<file path="src/rtl/dma_pkg.sv">
package dma_pkg;

    localparam int LINE_W = 4;
    localparam int DATA_W = 32;

    typedef struct packed {
        logic [3:0] src_line;
        logic [1:0] width;
        logic [3:0] dst_line;
        logic [2:0] dst_code;
        logic [2:0] src_code;
        logic       dst_sys;
        logic       src_sys;
        logic       err_ie;
        logic       err_sts;
        logic       burst;
        logic       done_ie;
        logic       done_sts;
        logic       en;
    } ctrl_t;

    typedef enum logic [1:0] {
        S_IDLE,
        S_WAIT,
        S_RD,
        S_WR
    } seq_state_t;

    function automatic logic [31:0] ctrl_to_word(ctrl_t c);
        logic [31:0] w;
        w        = '0;
        w[0]     = c.en;
        w[1]     = c.done_sts;
        w[2]     = c.done_ie;
        w[3]     = c.burst;
        w[4]     = c.err_sts;
        w[5]     = c.err_ie;
        w[6]     = c.src_sys;
        w[7]     = c.dst_sys;
        w[10:8]  = c.src_code;
        w[14:12] = c.dst_code;
        w[19:16] = c.dst_line;
        w[21:20] = c.width;
        w[27:24] = c.src_line;
        return w;
    endfunction

    function automatic ctrl_t word_to_ctrl(logic [31:0] w);
        ctrl_t c;
        c.en       = w[0];
        c.done_sts = w[1];
        c.done_ie  = w[2];
        c.burst    = w[3];
        c.err_sts  = w[4];
        c.err_ie   = w[5];
        c.src_sys  = w[6];
        c.dst_sys  = w[7];
        c.src_code = w[10:8];
        c.dst_code = w[14:12];
        c.dst_line = w[19:16];
        c.width    = w[21:20];
        c.src_line = w[27:24];
        return c;
    endfunction

    // magnitude of the address step: 1/2/4, scaled x4 in burst mode
    function automatic logic [4:0] step_mag(logic [2:0] code, logic burst);
        logic [4:0] m;
        case (code[1:0])
            2'b01:   m = 5'd1;
            2'b10:   m = 5'd2;
            2'b11:   m = 5'd4;
            default: m = 5'd0;
        endcase
        return burst ? (m << 2) : m;
    endfunction

    function automatic logic [DATA_W-1:0] lane_mask(logic [1:0] width);
        case (width)
            2'b01:   return 32'h0000_FFFF;
            2'b10:   return 32'h0000_00FF;
            default: return 32'hFFFF_FFFF;
        endcase
    endfunction

endpackage

</file>
<file path="src/rtl/dma_addr_step.sv">
module dma_addr_step #(
    parameter int ADDR_W = 32
) (
    input  logic [ADDR_W-1:0] addr,
    input  logic [2:0]        code,
    input  logic              burst,
    output logic [ADDR_W-1:0] next_addr
);
    import dma_pkg::*;

    logic [ADDR_W-1:0] mag;

    assign mag       = ADDR_W'(step_mag(code, burst));
    assign next_addr = code[2] ? (addr - mag) : (addr + mag);

endmodule

</file>
<file path="src/rtl/dma_regs.sv">
module dma_regs #(
    parameter int ADDR_W = 32,
    parameter int CNT_W  = 24
) (
    input  logic                clk,
    input  logic                rst,
    input  logic                cfg_wr,
    input  logic [1:0]          cfg_sel,
    input  logic [31:0]         cfg_wdata,
    output logic [31:0]         cfg_rdata,
    input  logic                adv,
    input  logic                cyc_dec,
    input  logic                fin_ok,
    input  logic                fin_err,
    output dma_pkg::ctrl_t      ctrl,
    output logic [ADDR_W-1:0]   src_addr,
    output logic [ADDR_W-1:0]   dst_addr,
    output logic [CNT_W-1:0]    count,
    output logic                irq
);
    import dma_pkg::*;

    ctrl_t             ctrl_q;
    ctrl_t             wctrl;
    logic [ADDR_W-1:0] src_q, dst_q, src_nx, dst_nx;
    logic [CNT_W-1:0]  cnt_q;
    logic              busy;

    assign wctrl = word_to_ctrl(cfg_wdata);
    assign busy  = ctrl_q.en;

    dma_addr_step #(.ADDR_W(ADDR_W)) u_src_step (
        .addr(src_q), .code(ctrl_q.src_code), .burst(ctrl_q.burst), .next_addr(src_nx)
    );
    dma_addr_step #(.ADDR_W(ADDR_W)) u_dst_step (
        .addr(dst_q), .code(ctrl_q.dst_code), .burst(ctrl_q.burst), .next_addr(dst_nx)
    );

    always_ff @(posedge clk) begin
        if (rst) begin
            ctrl_q <= '0;
            src_q  <= '0;
            dst_q  <= '0;
            cnt_q  <= '0;
        end else begin
            if (cfg_wr) begin
                case (cfg_sel)
                    2'd0: if (!busy) src_q <= cfg_wdata[ADDR_W-1:0];
                    2'd1: if (!busy) dst_q <= cfg_wdata[ADDR_W-1:0];
                    2'd2: if (!busy) cnt_q <= cfg_wdata[CNT_W-1:0];
                    default: begin
                        if (!busy) begin
                            ctrl_q.src_line <= wctrl.src_line;
                            ctrl_q.dst_line <= wctrl.dst_line;
                            ctrl_q.width    <= wctrl.width;
                            ctrl_q.src_code <= wctrl.src_code;
                            ctrl_q.dst_code <= wctrl.dst_code;
                            ctrl_q.src_sys  <= wctrl.src_sys;
                            ctrl_q.dst_sys  <= wctrl.dst_sys;
                            ctrl_q.burst    <= wctrl.burst;
                        end
                        ctrl_q.done_ie  <= wctrl.done_ie;
                        ctrl_q.err_ie   <= wctrl.err_ie;
                        ctrl_q.done_sts <= ctrl_q.done_sts & wctrl.done_sts;
                        ctrl_q.err_sts  <= ctrl_q.err_sts & wctrl.err_sts;
                        if (!wctrl.en) begin
                            ctrl_q.en <= 1'b0;
                        end else if (!busy) begin
                            if (cnt_q == '0) begin
                                ctrl_q.en       <= 1'b0;
                                ctrl_q.done_sts <= 1'b1;
                            end else begin
                                ctrl_q.en <= 1'b1;
                            end
                        end
                    end
                endcase
            end
            if (adv) begin
                src_q <= src_nx;
                dst_q <= dst_nx;
            end
            if (cyc_dec) cnt_q <= cnt_q - CNT_W'(1);
            if (fin_ok) begin
                ctrl_q.en       <= 1'b0;
                ctrl_q.done_sts <= 1'b1;
            end
            if (fin_err) begin
                ctrl_q.en      <= 1'b0;
                ctrl_q.err_sts <= 1'b1;
            end
        end
    end

    always_comb begin
        case (cfg_sel)
            2'd0:    cfg_rdata = 32'(src_q);
            2'd1:    cfg_rdata = 32'(dst_q);
            2'd2:    cfg_rdata = 32'(cnt_q);
            default: cfg_rdata = ctrl_to_word(ctrl_q);
        endcase
    end

    assign irq      = (ctrl_q.done_sts & ctrl_q.done_ie) | (ctrl_q.err_sts & ctrl_q.err_ie);
    assign ctrl     = ctrl_q;
    assign src_addr = src_q;
    assign dst_addr = dst_q;
    assign count    = cnt_q;


    count_no_rise_chk: assert property (@(posedge clk) disable iff (rst)
        ctrl_q.en |=> (cnt_q <= $past(cnt_q)));


    count_frozen_err_chk: assert property (@(posedge clk) disable iff (rst)
        fin_err |=> (cnt_q == $past(cnt_q)) && !ctrl_q.en && ctrl_q.err_sts);


    zero_start_chk: assert property (@(posedge clk) disable iff (rst)
        (cfg_wr && cfg_sel == 2'd3 && wctrl.en && !ctrl_q.en && cnt_q == '0)
        |=> (ctrl_q.done_sts && !ctrl_q.en));

endmodule

</file>
<file path="src/rtl/dma_seq.sv">
module dma_seq #(
    parameter int ADDR_W = 32,
    parameter int CNT_W  = 24
) (
    input  logic                clk,
    input  logic                rst,
    input  dma_pkg::ctrl_t      ctrl,
    input  logic [ADDR_W-1:0]   src_addr,
    input  logic [ADDR_W-1:0]   dst_addr,
    input  logic [CNT_W-1:0]    count,
    output logic                mst_req,
    output logic                mst_we,
    output logic                mst_sys,
    output logic [ADDR_W-1:0]   mst_addr,
    output logic [1:0]          mst_size,
    output logic [31:0]         mst_wdata,
    input  logic [31:0]         mst_rdata,
    input  logic                mst_ack,
    input  logic                mst_err,
    input  logic [(1<<dma_pkg::LINE_W)-1:0] periph_req,
    output logic [(1<<dma_pkg::LINE_W)-1:0] periph_gnt,
    output logic                adv,
    output logic                cyc_dec,
    output logic                fin_ok,
    output logic                fin_err
);
    import dma_pkg::*;

    localparam int LINES = 1 << LINE_W;

    seq_state_t       state_q, state_d;
    logic [1:0]       elem_q;
    logic [31:0]      data_q;
    logic [LINES-1:0] gnt_q;
    logic             src_ok, dst_ok, last_elem, cyc_end;

    assign src_ok    = (ctrl.src_line == '0) || periph_req[ctrl.src_line];
    assign dst_ok    = (ctrl.dst_line == '0) || periph_req[ctrl.dst_line];
    assign last_elem = ctrl.burst ? (elem_q == 2'd3) : (elem_q == 2'd0);

    assign mst_req   = (state_q == S_RD) || (state_q == S_WR);
    assign mst_we    = (state_q == S_WR);
    assign mst_sys   = (state_q == S_WR) ? ctrl.dst_sys : ctrl.src_sys;
    assign mst_addr  = (state_q == S_WR) ? dst_addr : src_addr;
    assign mst_size  = ctrl.width;
    assign mst_wdata = data_q;

    always_comb begin
        state_d = state_q;
        adv     = 1'b0;
        cyc_end = 1'b0;
        fin_ok  = 1'b0;
        fin_err = 1'b0;
        case (state_q)
            S_IDLE: if (ctrl.en) state_d = S_WAIT;
            S_WAIT: begin
                if (!ctrl.en)             state_d = S_IDLE;
                else if (src_ok && dst_ok) state_d = S_RD;
            end
            S_RD: begin
                if (mst_ack) begin
                    if (mst_err) begin
                        fin_err = 1'b1;
                        state_d = S_IDLE;
                    end else begin
                        state_d = S_WR;
                    end
                end
            end
            S_WR: begin
                if (mst_ack) begin
                    if (mst_err) begin
                        fin_err = 1'b1;
                        state_d = S_IDLE;
                    end else begin
                        adv = 1'b1;
                        if (last_elem) begin
                            cyc_end = 1'b1;
                            if (count == CNT_W'(1)) begin
                                fin_ok  = 1'b1;
                                state_d = S_IDLE;
                            end else begin
                                state_d = S_WAIT;
                            end
                        end else begin
                            state_d = ctrl.en ? S_RD : S_IDLE;
                        end
                    end
                end
            end
            default: state_d = S_IDLE;
        endcase
    end

    assign cyc_dec = cyc_end;

    always_ff @(posedge clk) begin
        if (rst) begin
            state_q <= S_IDLE;
            elem_q  <= '0;
            data_q  <= '0;
            gnt_q   <= '0;
        end else begin
            state_q <= state_d;
            gnt_q   <= '0;
            if (state_q == S_WAIT) elem_q <= '0;
            if (state_q == S_RD && mst_ack && !mst_err)
                data_q <= mst_rdata & lane_mask(ctrl.width);
            if (adv) elem_q <= elem_q + 2'd1;
            if (cyc_end) begin
                if (ctrl.src_line != '0) gnt_q[ctrl.src_line] <= 1'b1;
                if (ctrl.dst_line != '0) gnt_q[ctrl.dst_line] <= 1'b1;
            end
        end
    end

    assign periph_gnt = gnt_q;


    req_hold_chk: assert property (@(posedge clk) disable iff (rst)
        (mst_req && !mst_ack) |=> (mst_req && $stable(mst_addr) && $stable(mst_we)));


    gnt_pulse_chk: assert property (@(posedge clk) disable iff (rst)
        (|periph_gnt) |=> !(|periph_gnt));


    gnt_count_chk: assert property (@(posedge clk) disable iff (rst)
        ($countones(periph_gnt) <= 2) && !periph_gnt[0]);


    err_stop_chk: assert property (@(posedge clk) disable iff (rst)
        (mst_req && mst_ack && mst_err) |=> !mst_req);

endmodule

</file>
<file path="src/rtl/dma_chan_engine.sv">
module dma_chan_engine #(
    parameter int ADDR_W = 32,
    parameter int CNT_W  = 24
) (
    input  logic               clk,
    input  logic               rst,
    input  logic               cfg_wr,
    input  logic [1:0]         cfg_sel,
    input  logic [31:0]        cfg_wdata,
    output logic [31:0]        cfg_rdata,
    output logic               mst_req,
    output logic               mst_we,
    output logic               mst_sys,
    output logic [ADDR_W-1:0]  mst_addr,
    output logic [1:0]         mst_size,
    output logic [31:0]        mst_wdata,
    input  logic [31:0]        mst_rdata,
    input  logic               mst_ack,
    input  logic               mst_err,
    input  logic [15:0]        periph_req,
    output logic [15:0]        periph_gnt,
    output logic               irq
);
    import dma_pkg::*;

    ctrl_t             ctrl;
    logic [ADDR_W-1:0] src_addr, dst_addr;
    logic [CNT_W-1:0]  count;
    logic              adv, cyc_dec, fin_ok, fin_err;

    dma_regs #(.ADDR_W(ADDR_W), .CNT_W(CNT_W)) u_regs (
        .clk(clk), .rst(rst),
        .cfg_wr(cfg_wr), .cfg_sel(cfg_sel), .cfg_wdata(cfg_wdata), .cfg_rdata(cfg_rdata),
        .adv(adv), .cyc_dec(cyc_dec), .fin_ok(fin_ok), .fin_err(fin_err),
        .ctrl(ctrl), .src_addr(src_addr), .dst_addr(dst_addr), .count(count), .irq(irq)
    );

    dma_seq #(.ADDR_W(ADDR_W), .CNT_W(CNT_W)) u_seq (
        .clk(clk), .rst(rst),
        .ctrl(ctrl), .src_addr(src_addr), .dst_addr(dst_addr), .count(count),
        .mst_req(mst_req), .mst_we(mst_we), .mst_sys(mst_sys), .mst_addr(mst_addr),
        .mst_size(mst_size), .mst_wdata(mst_wdata), .mst_rdata(mst_rdata),
        .mst_ack(mst_ack), .mst_err(mst_err),
        .periph_req(periph_req), .periph_gnt(periph_gnt),
        .adv(adv), .cyc_dec(cyc_dec), .fin_ok(fin_ok), .fin_err(fin_err)
    );

endmodule

</file>
<file path="config.mk">
export PLATFORM = sky130hd
export DESIGN_NAME = dma_chan_engine
export DESIGN_NICKNAME = d
export VERILOG_FILES = /design/src/rtl/dma_pkg.sv /design/src/rtl/dma_addr_step.sv /design/src/rtl/dma_regs.sv /design/src/rtl/dma_seq.sv /design/src/rtl/dma_chan_engine.sv
export SDC_FILE = /design/constraint.sdc
export NUM_CORES = 1
export LEC_CHECK = 0
export BUFFER_PORTS_ARGS = -buffer_cell sky130_fd_sc_hd__buf_4
export CORE_MARGIN = 2
export CORE_UTILIZATION = 39
export CTS_BUF_LIST = sky130_fd_sc_hd__clkbuf_2 sky130_fd_sc_hd__clkbuf_4 sky130_fd_sc_hd__clkbuf_8
export CTS_CLUSTER_DIAMETER = 100
export CTS_CLUSTER_SIZE = 25
export DETAILED_ROUTE_END_ITERATION = 10
export PLACE_DENSITY = 0.66
export REMOVE_ABC_BUFFERS = 1
export SYNTH_ARGS = -nofsm -noshare
export SYNTH_HDL_FRONTEND = slang
export SYNTH_HIERARCHICAL = 1
export SYNTH_SLANG_ARGS = --single-unit
</file>
<file path="constraint.sdc">
create_clock -name clk -period 4.64 [get_ports clk]
set_input_delay 0.696 -clock clk [delete_from_list [all_inputs] [get_ports clk]]
set_output_delay 0.696 -clock clk [all_outputs]
set_load 0.02 [all_outputs]
</file>
## After elaboration in Yosys (flattened, before gate mapping)

Cells that the tools add are included.

- Register bits: 164
- Bits of input ports: 87
- Logic and storage cells: 174

- Add/sub/neg operators: 6
- Magnitude comparators: 4
- Eq/ne operators: 23
- Muxes and demuxes: 74
- Bitwise operators: 10
- Reductions and logical operators: 37

Operator list:

| kind | number |
|---|---|
| two-way mux 32 bit | 12 |
| two-way mux 24 bit | 4 |
| case mux 32 bit (3 select lines) | 1 |
| adder 32 x 5 -> 32 bit | 2 |
| two-way mux 16 bit | 4 |
| case mux 32 bit (2 select lines) | 1 |
| subtractor 32 x 5 -> 32 bit | 2 |
| AND 32 bit | 1 |
| two-way mux 1 bit | 28 |
| two-way mux 2 bit | 13 |
| == test 24 x 1 -> 1 bit (second input constant) | 1 |
| zero test 24 bit | 1 |
| subtractor 24 x 1 -> 24 bit (second input constant) | 1 |
| two-way mux 5 bit | 4 |
| == test 2 bit (second input constant) | 9 |
| case mux 3 bit (3 select lines) | 2 |
| bitwise OR 16 bit | 1 |
| nonzero test 2 bit | 8 |
| AND reduction 3 bit | 4 |
| == test 2 x 1 -> 1 bit (second input constant) | 5 |
| < comparator 4 x 5 -> 1 bit (second input constant) | 2 |
| binary-select mux 1 bit (select 4 bit) | 2 |
| demux 1 bit (select 4 bit) | 2 |
| >= comparator 4 x 1 -> 1 bit (second input constant) | 2 |
| 18 further kinds | 42 |

## Depth between registers and ports, before layout

- Depth after elaboration: 10
- Gate-level depth with buffers: 15
- Gate-level depth less buffers: 15

## By module

Netlist, hierarchy kept.

By module, submodules not included:

| module | times used | cells an instance | area an instance (um2) |
|---|---|---|---|
| dma_regs | 1 | 625 | 5,947.0 |
| dma_seq | 1 | 334 | 2,901.5 |
| dma_addr_step at u_regs.u_src_step | 1 | 299 | 2,082.0 |
| dma_addr_step at u_regs.u_dst_step | 1 | 260 | 1,747.9 |

## Worst setup path before layout

OpenSTA, ideal clock, no wires.

- Path kind: register -> register
- Start: register u_regs.ctrl_q (netlist bit u_regs/ctrl[12])
- End: register u_regs.dst_q[24] (netlist: u_regs/dst_addr[24])
- Arrival time: 3.645 ns
- Data required time: 4.575 ns
- Path slack: 0.930 ns
- Cell stages (with the launch flop): 12
- Period minus slack after synthesis: 3.710 ns
- Path through: dfxtp_1 o21bai_1 ha_1 a21oi_1 a21boi_1 o31a_1 nor4_1 a31oi_1 a2111o_1 nand3_1 mux2i_1 nor2_1

- Cells in the longest elaborated chain, start to end: 6
- Elaborated cells on any way between the ends: 9
- Classes of those cells: 2 x add/sub; 3 x eq/ne; 4 x mux

Ends and longest elaborated chain:

| item | line | text |
|---|---|---|
| start, declared | dma_regs.sv:23 | `ctrl_t ctrl_q;` |
| == test 2 bit / == test 2 x 1 -> 1 bit (equally long branches) | dma_pkg.sv:69 | `case (code[1:0])` |
| case mux 3 bit (3 select lines) * | dma_pkg.sv:69 |  |
| two-way mux 5 bit * | dma_pkg.sv:75 | `return burst ? (m << 2) : m;` |
| adder 32 x 5 -> 32 bit / subtractor 32 x 5 -> 32 bit (equally long branches) | dma_addr_step.sv:14 | `assign next_addr = code[2] ? (addr - mag) : (addr + mag);` |
| two-way mux 32 bit * | dma_addr_step.sv:14 |  |
| via u_regs.dst_nx[24] | dma_regs.sv:25 | `logic [ADDR_W-1:0] src_q, dst_q, src_nx, dst_nx;` |
| two-way mux 32 bit * | dma_regs.sv:79 | `if (adv) begin` |
| end signal, assigned | dma_regs.sv:49 | `2'd1: if (!busy) dst_q <= cfg_wdata[ADDR_W-1:0];` |
| end signal, assigned | dma_regs.sv:81 | `dst_q <= dst_nx;` |
| end, declared | dma_regs.sv:25 |  |

The timed path passes the listed nets; every way through them passes the cells marked *.
A chain may end at the register's enable or synchronous reset.

## Final worst setup path

- Start: register u_regs.ctrl_q (netlist bit u_regs/ctrl[13])
- End: register u_regs.dst_q[28] (netlist: u_regs/dst_addr[28])

- Cells in the longest elaborated chain, start to end: 2

Ends and longest elaborated chain:

| item | line |
|---|---|
| two-way mux 32 bit | dma_addr_step.sv:14 |
| via u_regs.dst_nx[28] | dma_regs.sv:25 |
| two-way mux 32 bit | dma_regs.sv:79 |

The timed path passes the listed nets, and every way through them passes these cells.

==> impl_metrics.tcl <==
set metrics [dict create \
    hold_viol 0 \
    syn_area_um2 12700 \
    clockRootBuffer "clkbuf_8" \
    grt_max_degree 68 \
    top_layer "met4" \
    worst_hold_path_type "flip-flop to flip-flop" \
    synth_flop_cell "dfxtp_1" \
    tritoncts "done" \
    min_period_ns 3.60 \
    routabilityCongestion 0.948 \
    drc 0 \
    worst_pin_slew_ns 1.04 \
    rr_worst_depth 12 \
    cts_max_level 4 \
    grt_pass1_wl_mm 64.2 \
    path_class "flip-flop to flip-flop" \
    hold_buffers 0 \
    routed-wl-met2_mm 19.2 \
    ys_seq_elements 163 \
    wl_met3_mm 2.78 \
    die_y_um 184 \
    finalSetupTns_ns 0 \
    cts-resized-gates 0 \
    fillers 3143 \
    hpwl_mm 30.9 \
    pin_count 205 \
    drt-met1-wl_mm 18.5 \
    drive_gt1_frac 0.244 \
    rows 66 \
    seqCellArea_um2 3260 \
    synthDistinctLibCells 89 \
    clkPwrFrac 0.267 \
    yosysWarningCount 6 \
    hp-start "u_seq/mst_wdata[24]$_SDFFE_PP0P_" \
    n_antenna_cell 0 \
    area_growth_pct 16.7 \
    cellLeakagePower_uw 0.00605 \
    syn_inst 1518 \
    end_kind "flip-flop" \
    clock_latency_ns 0.49 \
    fin_nets 1817 \
    setup-violations-final 0 \
    status "finished, final reports clean" \
    path_clk_slew_ns 0.09 \
    routed_wl_mm 41.6 \
    antenna_found_initial 0 \
    hold_end "u_seq/mst_wdata[24]$_SDFFE_PP0P_" \
    fin_crit_sh 0.776 \
    skew_ns 0.0150 \
    multi_input_comb_area_um2 8810 \
    ant_nets 0 \
    initial_core_util 0.393 \
    ir_drop_v 0.000179 \
    clock_sinks 163 \
    drt_iter0_drc 1089 \
    reg2reg_slack_ns 1.04 \
    power_density_nw_per_um2 264 \
    async_flop_share 0 \
    die-area_um2 34000 \
    arrival_ns 3.95 \
    hold_slack_ns 0.454 \
    switching_share 0.363 \
    grt.overflow.total 0 \
    cts.path.max_buffers 2 \
    relSlewSlack 0.306 \
    vias_per_cell 5.76 \
    startpoint "u_regs/ctrl[13]$_SDFFE_PP0P_" \
    synth_area_per_cell_um2 8.35 \
    ys_seq_area_frac 0.257 \
    min_delay_path_depth 2 \
    setup.worst_path.start_class "flip-flop" \
    core_um2 32300 \
    switchingPower_uw 1420 \
    routedWlPerCell_um 19.7 \
    r2r_end "u_regs/dst_addr[28]$_SDFFE_PP0P_" \
    grt_pass1_vias 11600 \
    rsz0062_at_grt "false" \
    cts_setup_buffers 0 \
    cts_buffers 17 \
    io_buffers 202 \
    grtUsageTotal 0.241 \
    seqPwrFrac 0.384 \
    power_frac_comb 0.348 \
    synth-edff-count 0 \
    vias 12200 \
    max_freq_mhz 278 \
    drv_slew 0 \
    regToRegStartpoint "u_regs/ctrl[13]$_SDFFE_PP0P_" \
    critPathRequiredTime_ns 4.99 \
    fp.dieW_um 184 \
    cap_viol_max_count 0 \
    p_int_uw 2490 \
    dr.pass1.iters 5 \
    worstPathMaxFanout 27 \
]
cells in the mapped netlist (all sizes together), types with 15 or more instances:
| cell | instances | area (µm²) |
|---|---|---|
| nand2b | 29 | 189 |
| inv | 42 | 158 |
| xnor2 | 36 | 315 |
| nor4 | 15 | 93.8 |
| nand3 | 41 | 205 |
| a21oi | 157 | 797 |
| o21ai | 47 | 235 |
| nor2 | 146 | 551 |
| mux2i | 86 | 861 |
| clkbuf | 55 | 206 |
| nor3 | 23 | 115 |
| a31oi | 21 | 131 |
| ha | 67 | 838 |
| buf | 39 | 262 |
| xor2 | 19 | 166 |
| mux4 | 24 | 544 |
| nand2 | 165 | 619 |
| nand4 | 16 | 100 |
| a211oi | 17 | 145 |
| a21o | 20 | 150 |
| dfxtp | 163 | 3260 |
| o211ai | 18 | 140 |
| mux2 | 102 | 1150 |
cell usage in the layout, fill, tap and decap left out, types with 28 or more instances in the layout:
cell type and count:
nor2_1 145, ha_1 67, mux2_2 101, o21ai_0 43
nand2b_1 28, a21oi_1 154, buf_4 218, dfxtp_1 163
nand3_1 41, mux2i_1 86, inv_1 41, xnor2_1 36
nand2_1 165
registers in the layout (all words and copies together), names as in the netlist:
signal            count
u_regs/count         24
u_regs/dst_addr      32
u_regs/busy           1
u_seq/mst_wdata      32
u_seq/periph_gnt     15
u_seq/state_q         2
u_seq/elem_q          2
u_regs/src_addr      32
u_regs/ctrl          23
how the worst max path moves through the flow:
stage,slack (ns),cells past startpoint,to
finish,1.04,12,u_regs/dst_addr[28]$_SDFFE_PP0P_
global route,0.77,12,u_regs/dst_addr[28]$_SDFFE_PP0P_
CTS,1.10,12,u_regs/dst_addr[24]$_SDFFE_PP0P_
detailed placement,1.12,12,u_regs/dst_addr[28]$_SDFFE_PP0P_
global placement,1.13,12,u_regs/dst_addr[28]$_SDFFE_PP0P_
floorplan,0.51,5,u_regs/dst_addr[0]$_SDFFE_PP0P_
final cells by class:
cell class	instances	area share
multi-input cells	1219	0.595
flip-flops and latches	163	0.220
repair buffers	218	0.111
well taps	442	0.0374
clock buffers	22	0.0188
inverters	42	0.0107
clock inverters	10	0.00668
power by group through the flow:
stage               logic [µW]  clock network [µW]  registers (µW)
floorplan                  946                   0            1510
global route              1490                1130            1510
detailed placement        1330                   0            1530
global placement          1320                   0            1530
CTS                       1340                1070            1500
finish                    1360                1040            1500
critical path, cell delays in order, from the launching register on:
cell and delay [ns]:
dfxtp_1 0.53, o21bai_2 0.18, buf_4 0.35, ha_1 0.35
a21oi_1 0.18, a21boi_1 0.10, o31a_1 0.33, nor4_1 0.44
a31oi_1 0.34, a41oi_1 0.38, xnor2_1 0.11, mux2i_1 0.13
nor2_1 0.05
logic make-up (layout without fill, tap and decap cells):
family                     count (synthesis)  in the layout  share of synthesized area
DFF                                      163            163                      0.257
xor gates and xnor gates                  55             55                     0.0380
muxes                                    212            212                      0.202
adders and majority gates                 69             69                     0.0693
and+or+nand+nor                          518            518                      0.196
buffers and inverters                    136            292                     0.0493
AOI/OAI and AO/OA                        364            364                      0.188
other                                      1              1                   0.000296
metrics by stage:
stage          utilization  cells  cell area, µm²  setup slack (ns)  power (µW)
4_1_cts              0.458   2116           14800              1.10        3910
3_5_place_dp         0.447   2084           14400              1.12        2870
2_1_floorplan            -   1424           12200             0.505        2450
5_1_grt              0.458   2116           14800             0.767        4130
3_3_place_gp         0.447   2084           14400              1.13        2850
6_report             0.458   2116           14800              1.04        3900
metal layers:
layer / GRT usage / vias to the layer above
met2: 0.392 / 458
met4: 0.0803 / 0
met5: 0 / -
met3: 0.0411 / 63
li1: - / 5827
met1: 0.322 / 5843
Power figures use the tool's default switching activity.
